<file path="config.mk">
export PLATFORM = sky130hd
export DESIGN_NAME = dclk_frac_div
export DESIGN_NICKNAME = d
export VERILOG_FILES = /design/src/rtl/dclk_pkg.sv /design/src/rtl/dclk_cfg_regs.sv /design/src/rtl/dclk_period_gen.sv /design/src/rtl/dclk_edge_shaper.sv /design/src/rtl/dclk_frac_div.sv
export SDC_FILE = /design/constraint.sdc
export NUM_CORES = 1
export LEC_CHECK = 0
export BUFFER_PORTS_ARGS = -buffer_cell sky130_fd_sc_hd__buf_2
export CAP_MARGIN = 20
export CELL_PAD_IN_SITES_DETAIL_PLACEMENT = 1
export CELL_PAD_IN_SITES_GLOBAL_PLACEMENT = 2
export CORE_ASPECT_RATIO = 1.1
export CORE_MARGIN = 2
export CORE_UTILIZATION = 30
export CTS_CLUSTER_SIZE = 30
export DETAILED_ROUTE_END_ITERATION = 12
export GPL_ROUTABILITY_DRIVEN = 0
export PLACE_DENSITY_LB_ADDON = 0.1
export SLEW_MARGIN = 20
export SYNTH_ARGS = -nofsm -noshare
export SYNTH_HDL_FRONTEND = slang
export SYNTH_SLANG_ARGS = --single-unit
</file>
<file path="constraint.sdc">
create_clock -name clk -period 3.4 [get_ports clk]
set_input_delay 0.68 -clock clk [delete_from_list [all_inputs] [get_ports clk]]
set_output_delay 0.68 -clock clk [all_outputs]
set_load 0.02 [all_outputs]
</file>
<file path="src/rtl/dclk_pkg.sv">
package dclk_pkg;

    typedef enum logic [0:0] {
        ST_RESTART = 1'b0,
        ST_RUN     = 1'b1
    } dclk_state_e;

    localparam logic ADDR_DIV  = 1'b0;
    localparam logic ADDR_EDGE = 1'b1;

    localparam int SEL_BIT  = 16;
    localparam int INV_BIT  = 17;
    localparam int FALL_LSB = 16;

endpackage

</file>
<file path="src/rtl/dclk_cfg_regs.sv">
module dclk_cfg_regs
    import dclk_pkg::*;
#(
    parameter int INT_W  = 8,
    parameter int FRAC_W = 4,
    parameter int EDGE_W = 9,
    parameter int DATA_W = 32
) (
    input  logic                    clk,
    input  logic                    rst_n,
    input  logic                    wr_en,
    input  logic                    wr_addr,
    input  logic [DATA_W-1:0]       wr_data,
    output logic [INT_W+FRAC_W-1:0] div_q,
    output logic [EDGE_W-1:0]       rise_q,
    output logic [EDGE_W-1:0]       fall_q,
    output logic                    ext_sel_q,
    output logic                    inv_q
);
    localparam int DIV_W = INT_W + FRAC_W;
    localparam logic [DIV_W-1:0] DIV_RESET = DIV_W'(1) << FRAC_W;

    wire unused_bits = ^{wr_data[DATA_W-1:FALL_LSB+EDGE_W], wr_data[SEL_BIT-1:DIV_W]};

    always_ff @(posedge clk or negedge rst_n) begin
        if (!rst_n) begin
            div_q     <= DIV_RESET;
            rise_q    <= '0;
            fall_q    <= EDGE_W'(1);
            ext_sel_q <= 1'b0;
            inv_q     <= 1'b0;
        end else if (wr_en) begin
            if (wr_addr == ADDR_DIV) begin
                div_q     <= wr_data[DIV_W-1:0];
                ext_sel_q <= wr_data[SEL_BIT];
                inv_q     <= wr_data[INV_BIT];
            end else begin
                rise_q <= wr_data[EDGE_W-1:0];
                fall_q <= wr_data[FALL_LSB+EDGE_W-1:FALL_LSB];
            end
        end
    end

endmodule

</file>
<file path="src/rtl/dclk_period_gen.sv">
module dclk_period_gen
    import dclk_pkg::*;
#(
    parameter int INT_W  = 8,
    parameter int FRAC_W = 4
) (
    input  logic                    clk,
    input  logic                    rst_n,
    input  logic                    restart,
    input  logic                    tick,
    input  logic [INT_W+FRAC_W-1:0] div,
    output logic [INT_W:0]          pos_q,
    output logic [INT_W:0]          len_q,
    output logic                    running,
    output logic                    start_stb
);
    localparam int POS_W = INT_W + 1;

    dclk_state_e state_q, state_d;

    logic [INT_W-1:0]  int_part;
    logic [FRAC_W-1:0] frac_part;
    logic [POS_W-1:0]  n_eff;
    logic [FRAC_W:0]   acc_sum;
    logic [FRAC_W-1:0] acc_q;
    logic              at_end;
    logic              open_period;

    always_comb begin
        int_part    = div[INT_W+FRAC_W-1:FRAC_W];
        frac_part   = div[FRAC_W-1:0];
        n_eff       = (int_part == '0) ? POS_W'(1) : POS_W'(int_part);
        acc_sum     = {1'b0, acc_q} + {1'b0, frac_part};
        at_end      = (pos_q == len_q - POS_W'(1));
        open_period = tick && ((state_q == ST_RESTART) || at_end);
    end

    // next-state logic
    always_comb begin
        state_d = state_q;
        if (restart) begin
            state_d = ST_RESTART;
        end else begin
            unique case (state_q)
                ST_RESTART: if (tick) state_d = ST_RUN;
                ST_RUN:     state_d = ST_RUN;
                default:    state_d = ST_RESTART;
            endcase
        end
    end

    // state register
    always_ff @(posedge clk or negedge rst_n) begin
        if (!rst_n) state_q <= ST_RESTART;
        else        state_q <= state_d;
    end

    // counters and strobe
    always_ff @(posedge clk or negedge rst_n) begin
        if (!rst_n) begin
            acc_q     <= '0;
            pos_q     <= '0;
            len_q     <= POS_W'(1);
            start_stb <= 1'b0;
        end else if (restart) begin
            acc_q     <= '0;
            pos_q     <= '0;
            start_stb <= 1'b0;
        end else if (open_period) begin
            acc_q     <= acc_sum[FRAC_W-1:0];
            len_q     <= n_eff + POS_W'(acc_sum[FRAC_W]);
            pos_q     <= '0;
            start_stb <= 1'b1;
        end else begin
            if (tick) pos_q <= pos_q + POS_W'(1);
            start_stb <= 1'b0;
        end
    end

    assign running = (state_q == ST_RUN);

endmodule

</file>
<file path="src/rtl/dclk_edge_shaper.sv">
module dclk_edge_shaper #(
    parameter int POS_W  = 9,
    parameter int EDGE_W = 9
) (
    input  logic [POS_W-1:0]  pos,
    input  logic [EDGE_W-1:0] rise,
    input  logic [EDGE_W-1:0] fall,
    input  logic              inv,
    input  logic              running,
    output logic [1:0]        lvl
);
    localparam int HALF_W = POS_W + 1;
    localparam int CMP_W  = HALF_W + EDGE_W;

    for (genvar k = 0; k < 2; k++) begin : g_half
        logic [CMP_W-1:0] half_idx;
        logic             high;
        always_comb begin
            half_idx = CMP_W'({pos, 1'b0}) + CMP_W'(k);
            high     = (half_idx >= CMP_W'(rise)) && (half_idx < CMP_W'(fall));
            lvl[k]   = running ? (high ^ inv) : inv;
        end
    end

endmodule

</file>
<file path="src/rtl/dclk_frac_div.sv">
module dclk_frac_div #(
    parameter int INT_W  = 8,
    parameter int FRAC_W = 4,
    parameter int EDGE_W = 9,
    parameter int DATA_W = 32
) (
    input  logic              clk,
    input  logic              rst_n,
    input  logic              wr_en,
    input  logic              wr_addr,
    input  logic [DATA_W-1:0] wr_data,
    input  logic              bus_tick,
    input  logic              ext_tick,
    output logic [1:0]        pix_lvl,
    output logic              pix_stb
);
    localparam int DIV_W = INT_W + FRAC_W;
    localparam int POS_W = INT_W + 1;

    logic [DIV_W-1:0]  div_q;
    logic [EDGE_W-1:0] rise_q;
    logic [EDGE_W-1:0] fall_q;
    logic              ext_sel_q;
    logic              inv_q;
    logic              cur_tick;
    logic [POS_W-1:0]  pos_q;
    logic [POS_W-1:0]  len_q;
    logic              running;

    dclk_cfg_regs #(
        .INT_W(INT_W), .FRAC_W(FRAC_W), .EDGE_W(EDGE_W), .DATA_W(DATA_W)
    ) cfg_i (
        .clk(clk), .rst_n(rst_n), .wr_en(wr_en), .wr_addr(wr_addr),
        .wr_data(wr_data), .div_q(div_q), .rise_q(rise_q), .fall_q(fall_q),
        .ext_sel_q(ext_sel_q), .inv_q(inv_q)
    );

    assign cur_tick = ext_sel_q ? ext_tick : bus_tick;

    dclk_period_gen #(
        .INT_W(INT_W), .FRAC_W(FRAC_W)
    ) per_i (
        .clk(clk), .rst_n(rst_n), .restart(wr_en), .tick(cur_tick),
        .div(div_q), .pos_q(pos_q), .len_q(len_q), .running(running),
        .start_stb(pix_stb)
    );

    dclk_edge_shaper #(
        .POS_W(POS_W), .EDGE_W(EDGE_W)
    ) shp_i (
        .pos(pos_q), .rise(rise_q), .fall(fall_q), .inv(inv_q),
        .running(running), .lvl(pix_lvl)
    );

endmodule

</file>
==> flow_summary.json <==
{
  "avgRoutedWirePerCell_um": 15.98,
  "period_share": 0.9103,
  "first_global_vias": 2514,
  "use_met3": 0.02531,
  "grt_setup_unrepaired": "no",
  "worstMarginPinSlew_ps": 890.0,
  "relSlewSlack": 0.4067,
  "clkLatencyLatePin_ps": 300,
  "rows": 40,
  "overflow": 0,
  "slew_viol_final": 0,
  "startpoint_type": "flip-flop",
  "path_max_fanout": 9,
  "dr.pass1.iters": 4,
  "yosys.area_share.simple": 0.1124,
  "synth.area.mux_share": 0.1595,
  "syn_inst": 307,
  "postCtsSetupRepairBufs": 0,
  "worst_path_most_repeated_cell": "o21a_1",
  "dpl_cell_area_um2": 3721,
  "drt_iter0_drc": 51,
  "grt_max_degree": 39,
  "hold_class": "input port to asynchronous set/reset pin",
  "route.detailed.drc": 0,
  "synth_nets": 372,
  "p_leak_nw": 1.812,
  "critPathRequiredTime_ps": 2720,
  "layout-drive-gt1-share": 0.2647,
  "antenna_cells": 0,
  "cp_top_family": "compound AO/OA/AOI/OAI gates",
  "synth-xor-area-share": 0.06706,
  "antenna_left": 0,
  "top_usage_layer": "met2",
  "max_clock_freq_mhz": 323.1,
  "yosysUniqueCellTypes": 43,
  "synth-edff-count": 0,
  "clk_path_buf_depth": 2,
  "synth_area_per_cell_um2": 11.06,
  "viasPerCell": 4.821,
  "synth-main-ff-cell": "dfrtp_1",
  "grt_util_met2": 0.2477,
  "seq_area_um2": 1405,
  "powerDensity_nw_per_um2": 533.2,
  "gr-usage-met1": 0.1742,
  "final.setup.tns_ps": 0,
  "area_growth_pct": 14.22,
  "hold_slack_ps": 498.9,
  "setup_violations": 0,
  "synth-compound-area-share": 0.1146,
  "dieArea_um2": 12190,
  "syn_area_um2": 3396,
  "synth_seq_area_share": 0.4138,
  "io_pins": 41,
  "core-area_um2": 10960,
  "die_w_um": 105.4,
  "start_util": 0.3098,
  "portBuffers": 29,
  "p_total_w": 0.002068,
  "fillers": 1232,
  "path_cells": "ha_1 > nor2b_1 > o21a_1 > o21a_1 > o21ai_0 > a21oi_1 > o211ai_1 > xnor2_1 > buf_2",
  "finalInstanceArea_um2": 3879,
  "cts_tree": "yes",
  "cts_resized": 0,
  "cts_buffers": 5,
  "htreeDepth": 2,
  "chipHeight_um": 115.6,
  "status": "finished clean",
  "critPathBufInv": 1,
  "vias": 2348,
  "period_needed_ps": 3095,
  "final.setup_skew_ps": 7.582,
  "cpMaxStageDelayCell": "dfrtp_1",
  "synth_adder_area_share": 0.1017,
  "endpoint_kind": "output pin",
  "worstPathArrival_ps": 2420,
  "final_core_util": 0.3539,
  "final-hold-violation-count": 0,
  "maxCapViolations": 0,
  "ctsHoldBuffers": 0,
  "grt_usage": 0.1396,
  "max_stage_delay_ps": 560,
  "post-dp-hpwl_mm": 5.957,
  "clk_pin_slew_ps": 80,
  "synthArstFlopShare": 1.000,
  "cts_root_buf": "clkbuf_16",
  "finalNetCount": 404,
  "clock-sinks": 56,
  "crit_type": "flip-flop to output pin",
  "ys.warnings.count": 0,
  "grt_pass1_wl_mm": 13.20,
  "synth-seq-cells": 56,
  "totalWireLength_mm": 7.781,
  "ir_worst_vdd_uv": 221.3,
  "multi_input_area_um2": 1886,
  "synth_top_family_by_area": "multiplexers",
  "antenna_found_initial": 0
}
[per-stage QoR]
step	setup WS, ps	cells
after floorplan	761.1	307
after global placement	568.6	479
after detailed placement	575.5	479
after CTS	235.4	487
after global routing	26.36	487
final	304.9	487
[worst paths after layout]
kind | from | endpoint | slack (ps) | cells past startpoint
setup / recovery | per_i.pos_q[0]$_DFFE_PN0P_ | pix_lvl[0] | 300 | 9
hold / removal | rst_n | cfg_i.fall_q[2]$_DFFE_PN0P_ | 500 | 1
setup reg to reg | per_i.pos_q[5]$_DFFE_PN0P_ | per_i.len_q[8]$_DFFE_PN0P_ | 620 | 7
hold reg to reg | cfg_i.rise_q[6]$_DFFE_PN0P_ | cfg_i.rise_q[6]$_DFFE_PN0P_ | 510 | 1
max in group asynchronous | rst_n | per_i.len_q[0]$_DFFE_PN1P_ | 2030 | 2
min in group clk | cfg_i.rise_q[6]$_DFFE_PN0P_ | cfg_i.rise_q[6]$_DFFE_PN0P_ | 510 | 1
[flip-flops by register name, indices dropped and copies added (netlist names)]
register	count
cfg_i.inv_q	1
cfg_i.fall_q	9
per_i.len_q	9
per_i.start_stb	1
per_i.pos_q	9
per_i.running	1
cfg_i.div_q	12
cfg_i.rise_q	9
per_i.acc_q	4
cfg_i.ext_sel_q	1
[final cells by class]
type	count	share of cell area
clock buffers	6	0.03581
clock inverters	2	0.004839
inverters	21	0.02032
multi-input cells	223	0.4861
flip-flops and latches	56	0.3623
well taps	147	0.04742
repair buffers	32	0.04323
[logic make-up (layout without fill, tap and decap cells)]
logic type / Yosys count / in the layout
adders and majority gates: 27 / 27
AOI/OAI and AO/OA: 50 / 50
xor gates and xnor gates: 26 / 26
and+or+nand+nor: 74 / 74
DFF: 56 / 56
muxes: 46 / 46
buffers and inverters: 28 / 61
[power by group]
group	switching [W]	internal (W)
clock network	0.000252	0.000299
registers	0.000134	0.000785
logic	0.000285	0.000313
total	0.000671	0.00140
[per-layer routing]
| layer | up-vias | routed length, um |
|---|---|---|
| li1 | 1152 | - |
| met1 | 1160 | 3640 |
| met2 | 29 | 3817 |
| met3 | 7 | 222 |
| met4 | 0 | 100 |
| met5 | - | 0 |
[cells in the final DEF (no fill, tap or decap), types with 10 or more instances in the layout]
cell type	synthesis	routed
buf_2	0	29
dfrtp_1	53	53
ha_1	26	26
inv_1	21	21
mux2_2	33	33
nand2_1	10	10
nand3_1	12	12
nor2_1	23	23
xnor2_1	10	10
xor2_1	16	16
[synthesized netlist by cell type, drive strengths merged (2+ instances only)]
library cell	number	area share
dfrtp	53	0.39
nor2	24	0.031
nor2b	7	0.013
xnor2	10	0.026
a21oi	9	0.013
and3	2	0.0037
inv	21	0.023
o31a	3	0.0081
nor3	5	0.0074
a21boi	3	0.0066
o21ai	7	0.010
dfstp	3	0.023
nand4	3	0.0055
o21a	5	0.011
a21o	7	0.015
clkbuf	7	0.0077
nor4	2	0.0037
o211ai	3	0.0066
o2111ai	4	0.010
mux2	41	0.14
nand2	10	0.011
a211oi	2	0.0044
xor2	16	0.041
ha	26	0.096
nor3b	3	0.0066
nand3	12	0.018
mux2i	5	0.015
nand2b	2	0.0037
No activity file was read; power rests on OpenSTA's default activity.
